`src/rtl/ifr_pkg.sv`:
```
package ifr_pkg;

    typedef enum logic [2:0] {
        TGT_NONE   = 3'b000,
        TGT_ITCM   = 3'b001,
        TGT_ICACHE = 3'b010,
        TGT_L2     = 3'b100
    } target_e;

    typedef struct packed {
        target_e sel;
        logic    fill;
    } route_t;

endpackage

```
`src/rtl/ifr_range_match.sv`:
```
module ifr_range_match #(
    parameter int unsigned AW  = 32,
    parameter int unsigned SZW = $clog2(AW + 1)
) (
    input  logic [AW-1:0]  addr,
    input  logic [AW-1:0]  base,
    input  logic [SZW-1:0] size_log2,
    output logic           in_range
);

    localparam int unsigned PADW = 32 - SZW;

    logic [31:0]   size_ext;
    logic [AW-1:0] keep;
    logic [AW-1:0] agree;

    assign size_ext = {{PADW{1'b0}}, size_log2};

    // Bits at or above the size exponent take part in the compare.
    for (genvar i = 0; i < AW; i++) begin : g_mask
        localparam int unsigned IDX = i;
        assign keep[i]  = (size_ext <= IDX);
        assign agree[i] = ~(addr[i] ^ base[i]) | ~keep[i];
    end

    assign in_range = &agree;

endmodule

```
`src/rtl/ifr_hit_qualify.sv`:
```
module ifr_hit_qualify (
    input  logic raw_hit,
    input  logic cacheable,
    input  logic shareable,
    output logic credited_hit
);

    // A tag hit only counts on pages the cache may legally hold.
    assign credited_hit = raw_hit & cacheable & ~shareable;

endmodule

```
`src/rtl/ifetch_router.sv`:
```
module ifetch_router
    import ifr_pkg::*;
#(
    parameter int unsigned AW  = 32,
    parameter int unsigned SZW = $clog2(AW + 1)
) (
    input  logic           clk,
    input  logic           rst_n,
    input  logic           fetch_valid,
    input  logic [AW-1:0]  fetch_addr,
    input  logic [AW-1:0]  itcm_base,
    input  logic [SZW-1:0] itcm_size_log2,
    input  logic           dtcm_range_hit,
    input  logic           page_cacheable,
    input  logic           page_shareable,
    input  logic           icache_enable,
    input  logic           icache_hit,
    output logic [2:0]     target_sel,
    output logic           linefill_req
);

    logic   itcm_in_range;
    logic   ic_credited;
    route_t route_d;
    route_t route_q;

    // The fetch side deliberately does not decode the data RAM window.
    logic   unused_dtcm_flag;
    assign  unused_dtcm_flag = dtcm_range_hit;

    ifr_range_match #(
        .AW  (AW),
        .SZW (SZW)
    ) u_itcm_match (
        .addr      (fetch_addr),
        .base      (itcm_base),
        .size_log2 (itcm_size_log2),
        .in_range  (itcm_in_range)
    );

    ifr_hit_qualify u_hit_qual (
        .raw_hit      (icache_hit),
        .cacheable    (page_cacheable),
        .shareable    (page_shareable),
        .credited_hit (ic_credited)
    );

    // Priority: instruction RAM, then credited cache hit, then level two.
    always_comb begin
        route_d      = '0;
        route_d.sel  = TGT_NONE;
        route_d.fill = 1'b0;
        if (fetch_valid) begin
            if (itcm_in_range) begin
                route_d.sel = TGT_ITCM;
            end else if (ic_credited) begin
                route_d.sel = TGT_ICACHE;
            end else begin
                route_d.sel  = TGT_L2;
                route_d.fill = page_cacheable & icache_enable;
            end
        end
    end

    always_ff @(posedge clk or negedge rst_n) begin
        if (!rst_n) begin
            route_q <= '0;
        end else begin
            route_q <= route_d;
        end
    end

    assign target_sel   = route_q.sel;
    assign linefill_req = route_q.fill;

    // a window hit wins over everything else.
    a_r1_itcm_priority: assert property (@(posedge clk) disable iff (!rst_n)
        $past(fetch_valid && itcm_in_range) |-> (target_sel == TGT_ITCM));

    // the instruction RAM path never fills the cache.
    a_r2_no_fill_on_itcm: assert property (@(posedge clk) disable iff (!rst_n)
        (target_sel == TGT_ITCM) |-> !linefill_req);

    // cache selected only for cacheable, non-shareable pages.
    a_r3_cache_attr: assert property (@(posedge clk) disable iff (!rst_n)
        (target_sel == TGT_ICACHE) |-> $past(page_cacheable && !page_shareable && icache_hit));

    // a fill goes with level two and needs cacheable plus enable.
    a_r4_fill_cond: assert property (@(posedge clk) disable iff (!rst_n)
        linefill_req |-> (target_sel == TGT_L2) && $past(page_cacheable && icache_enable));

    // cache disabled means no fill.
    a_r5_no_fill_disabled: assert property (@(posedge clk) disable iff (!rst_n)
        $past(!icache_enable) |-> !linefill_req);

    // at most one target, and nothing without a fetch.
    a_r7_onehot: assert property (@(posedge clk) disable iff (!rst_n)
        $onehot0(target_sel));

    a_r7_idle: assert property (@(posedge clk) disable iff (!rst_n)
        $past(!fetch_valid) |-> (target_sel == TGT_NONE) && !linefill_req);

    // outputs cleared while in reset.
    always_comb begin
        if (!rst_n) begin
            a_r9_reset_clear: assert (route_q == '0);
        end
    end

endmodule

```
`config.mk`:
```
export PLATFORM = sky130hd
export DESIGN_NAME = ifetch_router
export DESIGN_NICKNAME = d
export VERILOG_FILES = /design/src/rtl/ifr_pkg.sv /design/src/rtl/ifr_range_match.sv /design/src/rtl/ifr_hit_qualify.sv /design/src/rtl/ifetch_router.sv
export SDC_FILE = /design/constraint.sdc
export NUM_CORES = 1
export LEC_CHECK = 0
export CAP_MARGIN = 15
export CORE_ASPECT_RATIO = 1.75
export CORE_MARGIN = 3
export CORE_UTILIZATION = 31
export CTS_CLUSTER_SIZE = 10
export DETAILED_ROUTE_END_ITERATION = 10
export GPL_ROUTABILITY_DRIVEN = 0
export HOLD_SLACK_MARGIN = 0.15
export PLACE_DENSITY = 0.95
export SYNTH_ARGS = -nofsm -noshare
export SYNTH_HDL_FRONTEND = slang
export SYNTH_SLANG_ARGS = --single-unit
```
`constraint.sdc`:
```
create_clock -name clk -period 0.8 [get_ports clk]
set_input_delay 0.16 -clock clk [delete_from_list [all_inputs] [get_ports clk]]
set_output_delay 0.16 -clock clk [all_outputs]
set_load 0.005 [all_outputs]
```
======== Word level (Yosys, flattened, before mapping) ========
Cells that the tools add are included.
W data, S select, Z words.
storage, ports and cells
  flip-flop bits (word level) ............. 4
  output and inout port bits .............. 4
  logic and storage cells ................. 172
cells by class
  magnitude comparators ................... 32
  multiplexer cells ....................... 5
  bitwise gates (word level) .............. 132
  reduce and logical (&&, ||, !) cells .... 1
operator list
  cell                  count
  $le A6 B5 Y1 const B  16
  $not A1 Y1            65
  $le A6 B4 Y1 const B  8
  $or A1 B1 Y1          32
  $reduce_and A32 Y1    1
  $xor A1 B1 Y1         32
  $le A6 B3 Y1 const B  4
  $le A6 B1 Y1 const B  2
  $le A6 B2 Y1 const B  2
  $mux W3               2
  $mux W4               1
  $and A1 B1 Y1         3
  $mux W1               2

======== Longest topological paths before layout ========
  word-level depth ........................ 6
  depth in mapped cells ................... 8

======== Modules after synthesis ========
A second synthesis with hierarchy kept.
unflattened totals
  cell total of the unflattened synthesis .. 108
  area, all modules ....................... 840.8 µm²
by module, submodules not included
  module           times used  cells each  area each (µm²)  sequential area each (µm²)
  ifr_range_match  1           99          695.7            0.0
  ifetch_router    1           8           136.4            100.1
  ifr_hit_qualify  1           1           8.8              0.0

======== Least setup slack after synthesis ========
No wires, ideal clock.
  path kind ............................... in2reg
  start point ............................. input itcm_base[1]
  end point ............................... register route_q, in the netlist target_sel[0]
  library setup time ...................... 66 ps
  arrival ................................. 1524 ps
  required time ........................... 734 ps
  setup slack ............................. -790 ps
  stages .................................. 6
  buffers on the path ..................... 0
  cells stage by stage .................... xnor2_1 -> nor2_1 -> or4_1 -> a2111oi_2 -> o2111a_2 -> and2_1
RTL lines
  what                    RTL line             source
  start: declaration      ifetch_router.sv:11  input logic [AW-1:0] itcm_base,
  end signal: assignment  ifetch_router.sv:69  route_q <= route_d;
  end: declaration        ifetch_router.sv:25  route_t route_q;

==> results.py <==
metrics = {
    "outcome": {
        "outcome": "finished with violations",
        "violations": "setup timing",
    },
    "critical_path": {
        "cp_max_fo": 4,
        "path_class": "input port to flop",
        "start_kind": "input port",
        "slowest_delay_ps": 440,
        "slowest_stage": "clkdlybuf4s50_1",
        "worstSetupEndpointType": "flop",
        "arrival_ps": 1760,
        "worstPathBufferInverterCount": 1,
        "critPathRequiredTime_ps": 950,
        "critical_path.cell_chain": "clkdlybuf4s50_1, xor2_2, a2111oi_2, o22ai_1, nor2_1, o2111a_2, and2_1",
        "crit_family": "compound AO/OA/AOI/OAI gates",
    },
    "timing": {
        "slew_headroom_pct": 77.3,
        "rsz0062_at_grt": "true",
        "clock.fmax_mhz": 620,
        "post-route-min-period_ps": 1610,
        "worst_slew_pin_slew_ps": 340,
        "fin_crit_sh_pct": 201,
        "maxSlewViolCount": 0,
        "final-setup-viol-count": 8,
        "fin_ws_ps": -812,
        "hold_viol_final": 0,
    },
    "global_route": {
        "grt_usage_pct": 22.0,
        "antenna_found_initial": 0,
        "grt_max_degree": 14,
        "grt_pass1_wl_um": 5460,
        "grt_overflow_total": 0,
        "grt_pass1_vias": 1317,
    },
    "floorplan": {
        "fp.dieArea_mm2": 0.00328,
        "core-area_mm2": 0.00239,
        "die_w_um": 44.6,
        "ios": 82,
        "die_h_um": 73.6,
        "start_util_pct": 33.9,
        "row_count": 23,
    },
    "hold_path": {
        "hold_class": "input port to asynchronous set/reset pin",
    },
    "clocking": {
        "cts.clk_slew.worst_paths_ps": 30,
        "numCtsBuffers": 3,
        "cts_tree": "done",
        "cts_num_sinks": 4,
        "clk_path_buf_depth": 2,
        "postCtsSetupBuffers": 0,
        "cts_root_buffer": "clkbuf_8",
        "htree_levels": 1,
    },
    "power": {
        "vdd_ir_drop_max_mv": 0.717,
        "power_mw": 1.55,
        "leakagePower_nw": 0.894,
        "p_per_area_mw_per_mm2": 829,
    },
    "flow_run": {
        "cap_viol_max_count": 0,
    },
    "yosys": {
        "ys_warn_count": 0,
        "syn_area_um2": 810,
        "netlist_instances": 108,
        "avgSynthCellArea_um2": 7.50,
        "ys_seq_area_share_pct": 12.4,
        "synth_area_leader_cell": "xor2_1",
        "synth_nets": 186,
        "synth_ff_type": "dfrtp_1",
        "synth_edf_count": 0,
        "ys_ff_latch": 4,
        "synth_area_leaders": "xor2_1 (28%), dfrtp_1 (12%), xnor2_1 (6.5%)",
        "synth_top_area_share_pct": 28.1,
        "synth_cell_types": 35,
        "synthArstFlopShare_pct": 100,
    },
    "detailed_routing": {
        "drc": 0,
        "via_count": 1267,
        "routed_wl_um": 3780,
        "dr.first_iter.drc_count": 51,
        "final_antenna_net_count": 0,
        "via_per_inst": 5.68,
        "avgRoutedWirePerCell_um": 17.0,
        "drtPass1Iterations": 5,
    },
    "placement": {
        "io_buffers": 80,
        "dp_hpwl_um": 2990,
        "pre_cts_ws_ps": -1430,
    },
    "cells_and_area": {
        "final_cell_mix": "clkdlybuf4s50_1 (47), xor2_1 (21), dlymetal6s2s_1 (15)",
        "drive_gt1_share_pct": 25.3,
        "synthToLayoutAreaGrowth_pct": 132,
        "layout_commonest_cell": "clkdlybuf4s50_1",
        "antenna_cells": 0,
        "num-nets-final": 278,
    },
}
==> stage by stage <==
step           utilization [%]  hold WS, ps  cell area (µm²)  setup TNS [ps]  cells
6_report                  78.5          147             1870           -3370    223
5_1_grt                   78.5          153             1870           -3800    223
4_1_cts                   74.3          143             1770           -3420    223
3_5_place_dp              71.8          373             1720           -6330    220
3_3_place_gp              71.8          364             1720           -6090    220
2_1_floorplan                -         -136              817           -3050    108
==> cells in the mapped netlist, types with 3 or more instances <==
cell      instances
xor2_1           26
a21oi_1           8
o21ai_0           7
nor2_1            6
nor3_1            6
xnor2_1           6
nand3_1           5
dfrtp_1           4
inv_1             4
buf_2             3
nand2_1           3
o211ai_1          3
==> report_power, final <==
part	switching, mW	internal, mW	total, mW
combinational	0.366	0.549	0.915
sequential	0.00244	0.214	0.217
clock	0.102	0.321	0.423
==> per-layer routing <==
layer  global-route usage, %  up-vias  wire length (µm)
met5                       0        -                 0
met4                    10.4        0               172
met3                    4.41       22               360
met2                    43.7      102              2190
met1                    19.3      567              1060
li1                        -      576                 -
==> logic make-up (layout without fill, tap and decap cells) <==
kind of cell	count (synthesis)	in the layout	share of synthesized area [%]
buffers and inverters	10	100	5.72
AOI/OAI and AO/OA	36	36	31.2
DFF	4	4	12.4
xor gates and xnor gates	32	32	34.6
and+or+nand+nor	26	26	16.1
==> sequential cells by signal, summed over array words and instances (netlist names) <==
| register | cells |
|---|---|
| target_sel | 3 |
| linefill_req | 1 |
==> repair_timing <==
action / CTS / global route
resized for setup: 63 / 33
pin swaps: 12 / 26
endpoints found under the hold margin: 4 / 0
setup endpoints to repair: 8 / 8
==> final cells by class <==
class                           instances  area, µm²
Sequential cell                         4        100
Tap cell                               25       31.3
Fill cell                             158        514
Clock buffer                            3       41.3
Inverter                                4       15.0
Multi-Input combinational cell         94        786
Timing Repair Buffer                   93        901
==> worst max-delay path by stage <==
stage | to | depth (start not counted) | start | slack, ps
after floorplan | target_sel[0] | 6 | itcm_base[1] | -780
after global placement | target_sel[0] | 7 | itcm_base[1] | -1370
after detailed placement | target_sel[0] | 7 | itcm_base[1] | -1430
after CTS | target_sel[0] | 7 | fetch_addr[2] | -820
after global routing | target_sel[0] | 7 | itcm_base[20] | -890
final | target_sel[0] | 7 | itcm_base[20] | -810
No activity file was read; power rests on OpenSTA's default activity.
